===== config.mk =====
export PLATFORM = sky130hd
export DESIGN_NAME = pll_reconfig_seq
export DESIGN_NICKNAME = d
export VERILOG_FILES = /design/src/rtl/pll_reconfig_pkg.sv /design/src/rtl/pll_band_sel.sv /design/src/rtl/pll_image_rom.sv /design/src/rtl/pll_port_fanout.sv /design/src/rtl/pll_reconfig_seq.sv
export SDC_FILE = /design/constraint.sdc
export NUM_CORES = 1
export LEC_CHECK = 0
export CAP_MARGIN = 20
export CELL_PAD_IN_SITES_DETAIL_PLACEMENT = 1
export CELL_PAD_IN_SITES_GLOBAL_PLACEMENT = 1
export CORE_UTILIZATION = 30
export DETAILED_ROUTE_END_ITERATION = 6
export DONT_BUFFER_PORTS = 1
export HOLD_SLACK_MARGIN = 0.12
export PLACE_DENSITY = 0.61
export SYNTH_ARGS = -nofsm -noshare
export SYNTH_HDL_FRONTEND = slang
export SYNTH_SLANG_ARGS = --single-unit

===== constraint.sdc =====
create_clock -name clk_i -period 3.25 [get_ports clk_i]
set_input_delay 0.325 -clock clk_i [delete_from_list [all_inputs] [get_ports clk_i]]
set_output_delay 0.325 -clock clk_i [all_outputs]
set_load 0.005 [all_outputs]

===== src/rtl/pll_reconfig_pkg.sv =====
package pll_reconfig_pkg;

  localparam int IMG_WORDS = 32;
  localparam int DATA_W    = 16;
  localparam int ADDR_W    = $clog2(IMG_WORDS);
  localparam int IMG_BITS  = IMG_WORDS * DATA_W;

  typedef enum logic [1:0] {
    BAND_LOW,
    BAND_20X,
    BAND_10X,
    BAND_HIGH
  } band_e;

  typedef enum logic [1:0] {
    ST_IDLE,
    ST_ISSUE,
    ST_WAIT
  } seq_state_e;

  // Arithmetic image: word k = base + step*k (mod 2^16)
  function automatic logic [IMG_BITS-1:0] make_image(input logic [DATA_W-1:0] base,
                                                     input logic [DATA_W-1:0] step);
    logic [IMG_BITS-1:0] img;
    img = '0;
    for (int k = 0; k < IMG_WORDS; k++) begin
      img[k*DATA_W +: DATA_W] = base + step * DATA_W'(k);
    end
    return img;
  endfunction

  // Band decision on a frequency in 100 kHz steps
  function automatic band_e classify(input int unsigned f,
                                     input int unsigned lo_f,
                                     input int unsigned split_f,
                                     input int unsigned hi_f);
    if (f < lo_f)         return BAND_LOW;
    else if (f <= split_f) return BAND_20X;
    else if (f <= hi_f)    return BAND_10X;
    else                   return BAND_HIGH;
  endfunction

endpackage


===== src/rtl/pll_band_sel.sv =====
module pll_band_sel
  import pll_reconfig_pkg::*;
#(
  parameter int FW      = 12,
  parameter int LO_F    = 200,
  parameter int SPLIT_F = 450,
  parameter int HI_F    = 1000
) (
  input  logic [FW-1:0] freq_i,
  input  logic          force_i,
  output logic          use_10x_o,
  output logic          err_low_o,
  output logic          err_high_o
);

  band_e band;

  always_comb begin
    band = classify(32'(freq_i), LO_F, SPLIT_F, HI_F);
    if (force_i) begin
      use_10x_o  = 1'b0;
      err_low_o  = 1'b0;
      err_high_o = 1'b0;
    end else begin
      use_10x_o  = (band == BAND_10X);
      err_low_o  = (band == BAND_LOW);
      err_high_o = (band == BAND_HIGH);
    end
  end

endmodule


===== src/rtl/pll_image_rom.sv =====
module pll_image_rom
  import pll_reconfig_pkg::*;
#(
  parameter logic [IMG_BITS-1:0] IMG_A = make_image(16'h2000, 16'h0313),
  parameter logic [IMG_BITS-1:0] IMG_B = make_image(16'h1000, 16'h0313)
) (
  input  logic              sel_b_i,
  input  logic [ADDR_W-1:0] idx_i,
  output logic [DATA_W-1:0] word_o
);

  logic [DATA_W-1:0] word_a;
  logic [DATA_W-1:0] word_b;

  always_comb begin
    word_a = IMG_A[int'(idx_i)*DATA_W +: DATA_W];
    word_b = IMG_B[int'(idx_i)*DATA_W +: DATA_W];
    word_o = sel_b_i ? word_b : word_a;
  end

endmodule


===== src/rtl/pll_port_fanout.sv =====
module pll_port_fanout
  import pll_reconfig_pkg::*;
#(
  parameter int NPORT = 3,
  parameter int PW    = 2
) (
  input  logic                     act_i,
  input  logic [PW-1:0]            port_i,
  input  logic [ADDR_W-1:0]        addr_i,
  input  logic [DATA_W-1:0]        wdata_i,
  input  logic                     we_i,
  input  logic                     rd_i,
  output logic [NPORT*ADDR_W-1:0]  pll_addr_o,
  output logic [NPORT*DATA_W-1:0]  pll_wdata_o,
  output logic [NPORT-1:0]         pll_we_o,
  output logic [NPORT-1:0]         pll_rd_o,
  input  logic [NPORT-1:0]         pll_rdy_i,
  input  logic [NPORT*DATA_W-1:0]  pll_rdata_i,
  output logic                     rdy_o,
  output logic [DATA_W-1:0]        rdata_o
);

  logic [NPORT-1:0] hit;

  for (genvar g = 0; g < NPORT; g++) begin : g_port
    assign hit[g] = act_i && (port_i == PW'(g));
    assign pll_addr_o[g*ADDR_W +: ADDR_W]  = hit[g] ? addr_i  : '0;
    assign pll_wdata_o[g*DATA_W +: DATA_W] = hit[g] ? wdata_i : '0;
    assign pll_we_o[g] = hit[g] & we_i;
    assign pll_rd_o[g] = hit[g] & rd_i;
  end

  always_comb begin
    rdy_o   = 1'b0;
    rdata_o = '0;
    for (int i = 0; i < NPORT; i++) begin
      if (hit[i]) begin
        rdy_o   = pll_rdy_i[i];
        rdata_o = pll_rdata_i[i*DATA_W +: DATA_W];
      end
    end
  end

endmodule


===== src/rtl/pll_reconfig_seq.sv =====
module pll_reconfig_seq
  import pll_reconfig_pkg::*;
#(
  parameter int NPORT      = 3,
  parameter int FW         = 12,
  parameter int FIRST_WORD = 6,
  parameter int LAST_WORD  = 29,
  parameter int LO_F       = 200,
  parameter int SPLIT_F    = 450,
  parameter int HI_F       = 1000,
  parameter logic [IMG_BITS-1:0] IMG_20X = make_image(16'h2000, 16'h0313),
  parameter logic [IMG_BITS-1:0] IMG_10X = make_image(16'h1000, 16'h0313),
  localparam int PW = (NPORT > 1) ? $clog2(NPORT) : 1
) (
  input  logic                     clk_i,
  input  logic                     rst_ni,
  input  logic                     start_i,
  input  logic                     rd_mode_i,
  input  logic                     force_20x_i,
  input  logic [FW-1:0]            freq_i,
  output logic                     busy_o,
  output logic                     done_o,
  output logic                     err_low_o,
  output logic                     err_high_o,
  output logic [NPORT*ADDR_W-1:0]  pll_addr_o,
  output logic [NPORT*DATA_W-1:0]  pll_wdata_o,
  output logic [NPORT-1:0]         pll_we_o,
  output logic [NPORT-1:0]         pll_rd_o,
  input  logic [NPORT-1:0]         pll_rdy_i,
  input  logic [NPORT*DATA_W-1:0]  pll_rdata_i,
  output logic                     rb_valid_o,
  output logic [PW-1:0]            rb_port_o,
  output logic [ADDR_W-1:0]        rb_word_o,
  output logic [DATA_W-1:0]        rb_data_o
);

  localparam logic [ADDR_W-1:0] WR_FIRST = ADDR_W'(FIRST_WORD);
  localparam logic [ADDR_W-1:0] WR_LAST  = ADDR_W'(LAST_WORD);
  localparam logic [ADDR_W-1:0] RD_LAST  = ADDR_W'(IMG_WORDS - 1);
  localparam logic [PW-1:0]     PORT_END = PW'(NPORT - 1);

  seq_state_e        state_q;
  logic [PW-1:0]     port_q;
  logic [ADDR_W-1:0] word_q;
  logic              rd_q;
  logic              sel10_q;
  logic              done_q, elo_q, ehi_q;
  logic              rbv_q;
  logic [PW-1:0]     rb_port_q;
  logic [ADDR_W-1:0] rb_word_q;
  logic [DATA_W-1:0] rb_data_q;

  // Named internal events
  logic              use10, bad_lo, bad_hi;
  logic [DATA_W-1:0] img_word;
  logic              rdy_sel;
  logic [DATA_W-1:0] rdata_sel;
  logic              start_ok;
  logic              start_err;
  logic              access_ack;
  logic              word_end;
  logic              op_end;
  logic [ADDR_W-1:0] last_w;
  logic              issue_we, issue_rd;

  pll_band_sel #(
    .FW(FW), .LO_F(LO_F), .SPLIT_F(SPLIT_F), .HI_F(HI_F)
  ) i_band (
    .freq_i     (freq_i),
    .force_i    (force_20x_i),
    .use_10x_o  (use10),
    .err_low_o  (bad_lo),
    .err_high_o (bad_hi)
  );

  pll_image_rom #(
    .IMG_A(IMG_20X), .IMG_B(IMG_10X)
  ) i_rom (
    .sel_b_i (sel10_q),
    .idx_i   (word_q),
    .word_o  (img_word)
  );

  assign issue_we = (state_q == ST_ISSUE) && !rd_q;
  assign issue_rd = (state_q == ST_ISSUE) && rd_q;

  pll_port_fanout #(
    .NPORT(NPORT), .PW(PW)
  ) i_fanout (
    .act_i       (state_q != ST_IDLE),
    .port_i      (port_q),
    .addr_i      (word_q),
    .wdata_i     (rd_q ? '0 : img_word),
    .we_i        (issue_we),
    .rd_i        (issue_rd),
    .pll_addr_o  (pll_addr_o),
    .pll_wdata_o (pll_wdata_o),
    .pll_we_o    (pll_we_o),
    .pll_rd_o    (pll_rd_o),
    .pll_rdy_i   (pll_rdy_i),
    .pll_rdata_i (pll_rdata_i),
    .rdy_o       (rdy_sel),
    .rdata_o     (rdata_sel)
  );

  assign start_ok   = start_i && (state_q == ST_IDLE);
  assign start_err  = start_ok && !rd_mode_i && (bad_lo || bad_hi);
  assign last_w     = rd_q ? RD_LAST : WR_LAST;
  assign access_ack = (state_q == ST_WAIT) && rdy_sel;
  assign word_end   = access_ack && (word_q == last_w);
  assign op_end     = word_end && (port_q == PORT_END);

  always_ff @(posedge clk_i) begin
    if (!rst_ni) begin
      state_q   <= ST_IDLE;
      port_q    <= '0;
      word_q    <= '0;
      rd_q      <= 1'b0;
      sel10_q   <= 1'b0;
      done_q    <= 1'b0;
      elo_q     <= 1'b0;
      ehi_q     <= 1'b0;
      rbv_q     <= 1'b0;
      rb_port_q <= '0;
      rb_word_q <= '0;
      rb_data_q <= '0;
    end else begin
      done_q <= 1'b0;
      elo_q  <= 1'b0;
      ehi_q  <= 1'b0;
      rbv_q  <= 1'b0;
      unique case (state_q)
        ST_IDLE: begin
          if (start_err) begin
            done_q <= 1'b1;
            elo_q  <= bad_lo;
            ehi_q  <= bad_hi;
          end else if (start_ok) begin
            rd_q    <= rd_mode_i;
            sel10_q <= rd_mode_i ? 1'b0 : use10;
            port_q  <= '0;
            word_q  <= rd_mode_i ? '0 : WR_FIRST;
            state_q <= ST_ISSUE;
          end
        end
        ST_ISSUE: state_q <= ST_WAIT;
        ST_WAIT: begin
          if (access_ack) begin
            if (rd_q) begin
              rbv_q     <= 1'b1;
              rb_port_q <= port_q;
              rb_word_q <= word_q;
              rb_data_q <= rdata_sel;
            end
            if (op_end) begin
              state_q <= ST_IDLE;
              done_q  <= 1'b1;
            end else if (word_end) begin
              port_q  <= port_q + PW'(1);
              word_q  <= rd_q ? '0 : WR_FIRST;
              state_q <= ST_ISSUE;
            end else begin
              word_q  <= word_q + ADDR_W'(1);
              state_q <= ST_ISSUE;
            end
          end
        end
        default: state_q <= ST_IDLE;
      endcase
    end
  end

  assign busy_o     = (state_q != ST_IDLE);
  assign done_o     = done_q;
  assign err_low_o  = elo_q;
  assign err_high_o = ehi_q;
  assign rb_valid_o = rbv_q;
  assign rb_port_o  = rb_port_q;
  assign rb_word_o  = rb_word_q;
  assign rb_data_o  = rb_data_q;

  // ---------------- assertions ----------------
  assert_quiet_after_reset_R1: assert property (@(posedge clk_i)
    !$past(rst_ni) |-> !busy_o && !done_o && !rb_valid_o && !(|pll_we_o) && !(|pll_rd_o));

  assert_write_window_R2: assert property (@(posedge clk_i) disable iff (!rst_ni)
    (|pll_we_o) |-> (word_q >= WR_FIRST) && (word_q <= WR_LAST));

  assert_port_step_R3: assert property (@(posedge clk_i) disable iff (!rst_ni)
    (busy_o && $past(busy_o) && (port_q != $past(port_q)))
      |-> (port_q == $past(port_q) + PW'(1)) && (state_q == ST_ISSUE));

  assert_strobe_onehot_R4: assert property (@(posedge clk_i) disable iff (!rst_ni)
    $onehot0({pll_we_o, pll_rd_o}));

  assert_strobe_single_R4: assert property (@(posedge clk_i) disable iff (!rst_ni)
    (|{pll_we_o, pll_rd_o}) |=> !(|{pll_we_o, pll_rd_o}));

  assert_hold_until_ready_R4: assert property (@(posedge clk_i) disable iff (!rst_ni)
    ((state_q == ST_WAIT) && !rdy_sel) |=> (state_q == ST_WAIT) && $stable(word_q) && $stable(port_q));

  assert_error_no_access_R7: assert property (@(posedge clk_i) disable iff (!rst_ni)
    (err_low_o || err_high_o) |-> done_o && !busy_o && !(|pll_we_o));

  assert_rb_only_readback_R8: assert property (@(posedge clk_i) disable iff (!rst_ni)
    rb_valid_o |-> rd_q);

  assert_done_when_idle_R9: assert property (@(posedge clk_i) disable iff (!rst_ni)
    done_o |-> !busy_o);

  assert_busy_ignores_start_R9: assert property (@(posedge clk_i) disable iff (!rst_ni)
    (busy_o && start_i && !access_ack) |=> busy_o && $stable(rd_q) && $stable(sel10_q));

endmodule


==> impl_metrics.yaml <==
place:
  hpwl_um: 7800
  io_buffers: 0
  routabilityCongestion: 0.792
cells_and_area:
  antenna_cells: 0
  multi_input_area_um2: 2120
  drive_gt1_frac: 0.0667
  areaGrowthSynthToFinish_pct: 8.59
  area.sequential_um2: 761
  nets: 533
  nFillCells: 1270
  final_common_cell: "nor2_1"
  layout_common_cells: "nor2_1, a21oi_1, dfxtp_1, nor3_1, nand2_1"
die:
  die_w_um: 104
  core-area_um2: 9910
  ioPinCount: 165
  row_count: 36
  fp.dieH_um: 104
  die_area_um2: 10800
  initial_core_util: 0.313
clock_network:
  numCtsBuffers: 5
  clkTransAtPathRegs_ns: 0.08
  htree_levels: 2
  hold_buffers: 0
  cts_setup_buffers: 0
  root_buffer: "clkbuf_8"
  clk-insertion-delay-late_ns: 0.29
  clock-sinks: 38
  cts_tree: "yes"
  clk_path_buf_depth: 2
  cts_resized: 0
synth:
  synth_seq_cells: 38
  syn_area_per_cell_um2: 6.64
  synth_cells: 467
  syn-cell-area_um2: 3100
  yosys_warnings: 0
  ys_types: 51
  postSynth.asyncResetShare: 0
  ys.flop_type: "dfxtp_1"
  ys_seq_area_frac: 0.245
  synth_edf_count: 0
pwr:
  power.total_mw: 1.16
  ir_drop_mv: 0.208
  powerDensity_nw_per_um2: 343
  leakagePower_nw: 1.22
worst_setup_path:
  critPathLaunchType: "flop"
  critPathKind: "flop to output port"
  worstPathArrival_ns: 2.64
  critical_path.max_stage_delay_ns: 0.56
  reg2reg_slack_ns: 0.79
  path_cells: "inv_1 > ha_1 > nand2_1 > a21o_1 > a21oi_1 > a211oi_1 > a311o_1 > nor2_1"
  cp_max_fo: 11
  cpLargestDelayFamily: "compound AO/OA/AOI/OAI gates"
  crit_buf_inv: 1
  crit_slowest_cell: "dfxtp_1"
  worst_setup_path_end_kind: "output port"
  crit_required_ns: 2.92
sta:
  report.final.hold_viol_count: 0
  tightest_slew_ns: 0.771
  clock_skew_ns: 0.00878
  min_period_ns: 2.97
  finalSetupViolations: 0
  max_freq_mhz: 337
  whs_ns: 0.156
  max-slew-margin-rel: 0.485
  rsz0062_at_grt: "no"
  final_max_slew_viol_count: 0
  finalSetupTns_ns: 0
  fin_crit_sh: 0.913
routing:
  ant_nets: 0
  dr.pass1.iters: 4
  drc_errors: 0
  vias: 3289
  via_per_inst: 5.64
  drt-initial-drc-count: 217
  routed_wl_um: 10600
  wl_per_cell_um: 18.2
worst_hold_path:
  min-delay-path-class: "input pin to flop"
status:
  status: "completed"
global_routing:
  antenna_found_initial: 0
  grtUsageTotal: 0.194
  grt_pass1_wl_um: 17000
  grt_pass1_vias: 3178
  grt.overflow.total: 0
  grt_max_degree: 46
run:
  cap_violations: 0
==> registers in the layout, indices dropped and copies added, names as in the netlist <==
name        cells
rb_data_o      16
rb_word_o       5
word_q          5
port_q          2
rb_port_o       2
state_q         2
done_o          1
err_high_o      1
err_low_o       1
rb_valid_o      1
rd_q            1
sel10_q         1
==> worst paths after layout <==
| check | startpoint | end | depth (start not counted) |
|---|---|---|---|
| setup / recovery | sel10_q | pll_wdata_o[12] | 8 |
| setup reg to reg | port_q[1] | word_q[4] | 7 |
| hold / removal | rst_ni | sel10_q | 1 |
| hold reg to reg | port_q[1] | port_q[1] | 2 |
==> cell usage after synthesis (2+ instances only) <==
library cell / number / area share
o22ai_1: 2 / 0.0040
dfxtp_1: 38 / 0.25
a21oi_1: 46 / 0.074
clkbuf_1: 26 / 0.031
a211oi_1: 5 / 0.012
or3_1: 2 / 0.0040
a21o_1: 4 / 0.0097
inv_1: 14 / 0.017
xnor2_1: 4 / 0.011
ha_1: 15 / 0.060
nor3_1: 28 / 0.045
a221oi_1: 17 / 0.048
o41ai_1: 2 / 0.0056
o21ai_0: 12 / 0.019
nor2_1: 125 / 0.15
and3_1: 8 / 0.016
buf_2: 6 / 0.0097
buf_1: 4 / 0.0048
nor2b_1: 6 / 0.012
o31ai_1: 2 / 0.0048
mux2i_1: 8 / 0.026
buf_4: 5 / 0.012
nand2_1: 27 / 0.033
a211o_1: 2 / 0.0056
nand4_1: 2 / 0.0040
o211ai_1: 2 / 0.0048
nand2b_1: 6 / 0.012
a31oi_1: 3 / 0.0060
nand3_1: 8 / 0.013
nor4_1: 2 / 0.0040
o21ai_1: 2 / 0.0032
a21boi_0: 2 / 0.0048
and2_1: 14 / 0.028
==> cell type report <==
class,count,area share
multi-input cells,374,0.631
flip-flops and latches,38,0.226
well taps,133,0.0494
repair buffers,15,0.0431
clock buffers,6,0.0245
inverters,16,0.0178
clock inverters,1,0.00891
==> layer usage <==
metal / track usage / up-vias / wire length [um]
met4: 0.0449 / 0 / 140
met1: 0.251 / 1586 / 4900
met3: 0.0371 / 10 / 652
met2: 0.330 / 121 / 4930
li1: - / 1572 / -
met5: 0 / - / 0
==> report_power, final <==
part | total, mW | switching, mW | internal [mW]
Clock | 0.412 | 0.166 | 0.246
Sequential | 0.484 | 0.0115 | 0.472
Combinational | 0.261 | 0.170 | 0.0904
Total | 1.16 | 0.348 | 0.808
==> per-stage QoR <==
step | std cells | area, um2 | setup WS, ns | utilization
after CTS | 580 | 3310 | 0.236 | 0.334
after global routing | 583 | 3370 | 0.0979 | 0.340
after global placement | 573 | 3200 | 0.657 | 0.323
final | 583 | 3370 | 0.283 | 0.340
after detailed placement | 573 | 3200 | 0.555 | 0.323
after floorplan | 469 | 3110 | 0.896 | -
==> cell families after synthesis <==
group | synth area share
simple gates | 0.332
compound gates | 0.236
buf+inv | 0.0774
flops | 0.245
fa+ha+maj | 0.0605
mux | 0.0331
xor+xnor | 0.0141
other cells | 0.00121
Power figures use the tool's default switching activity.
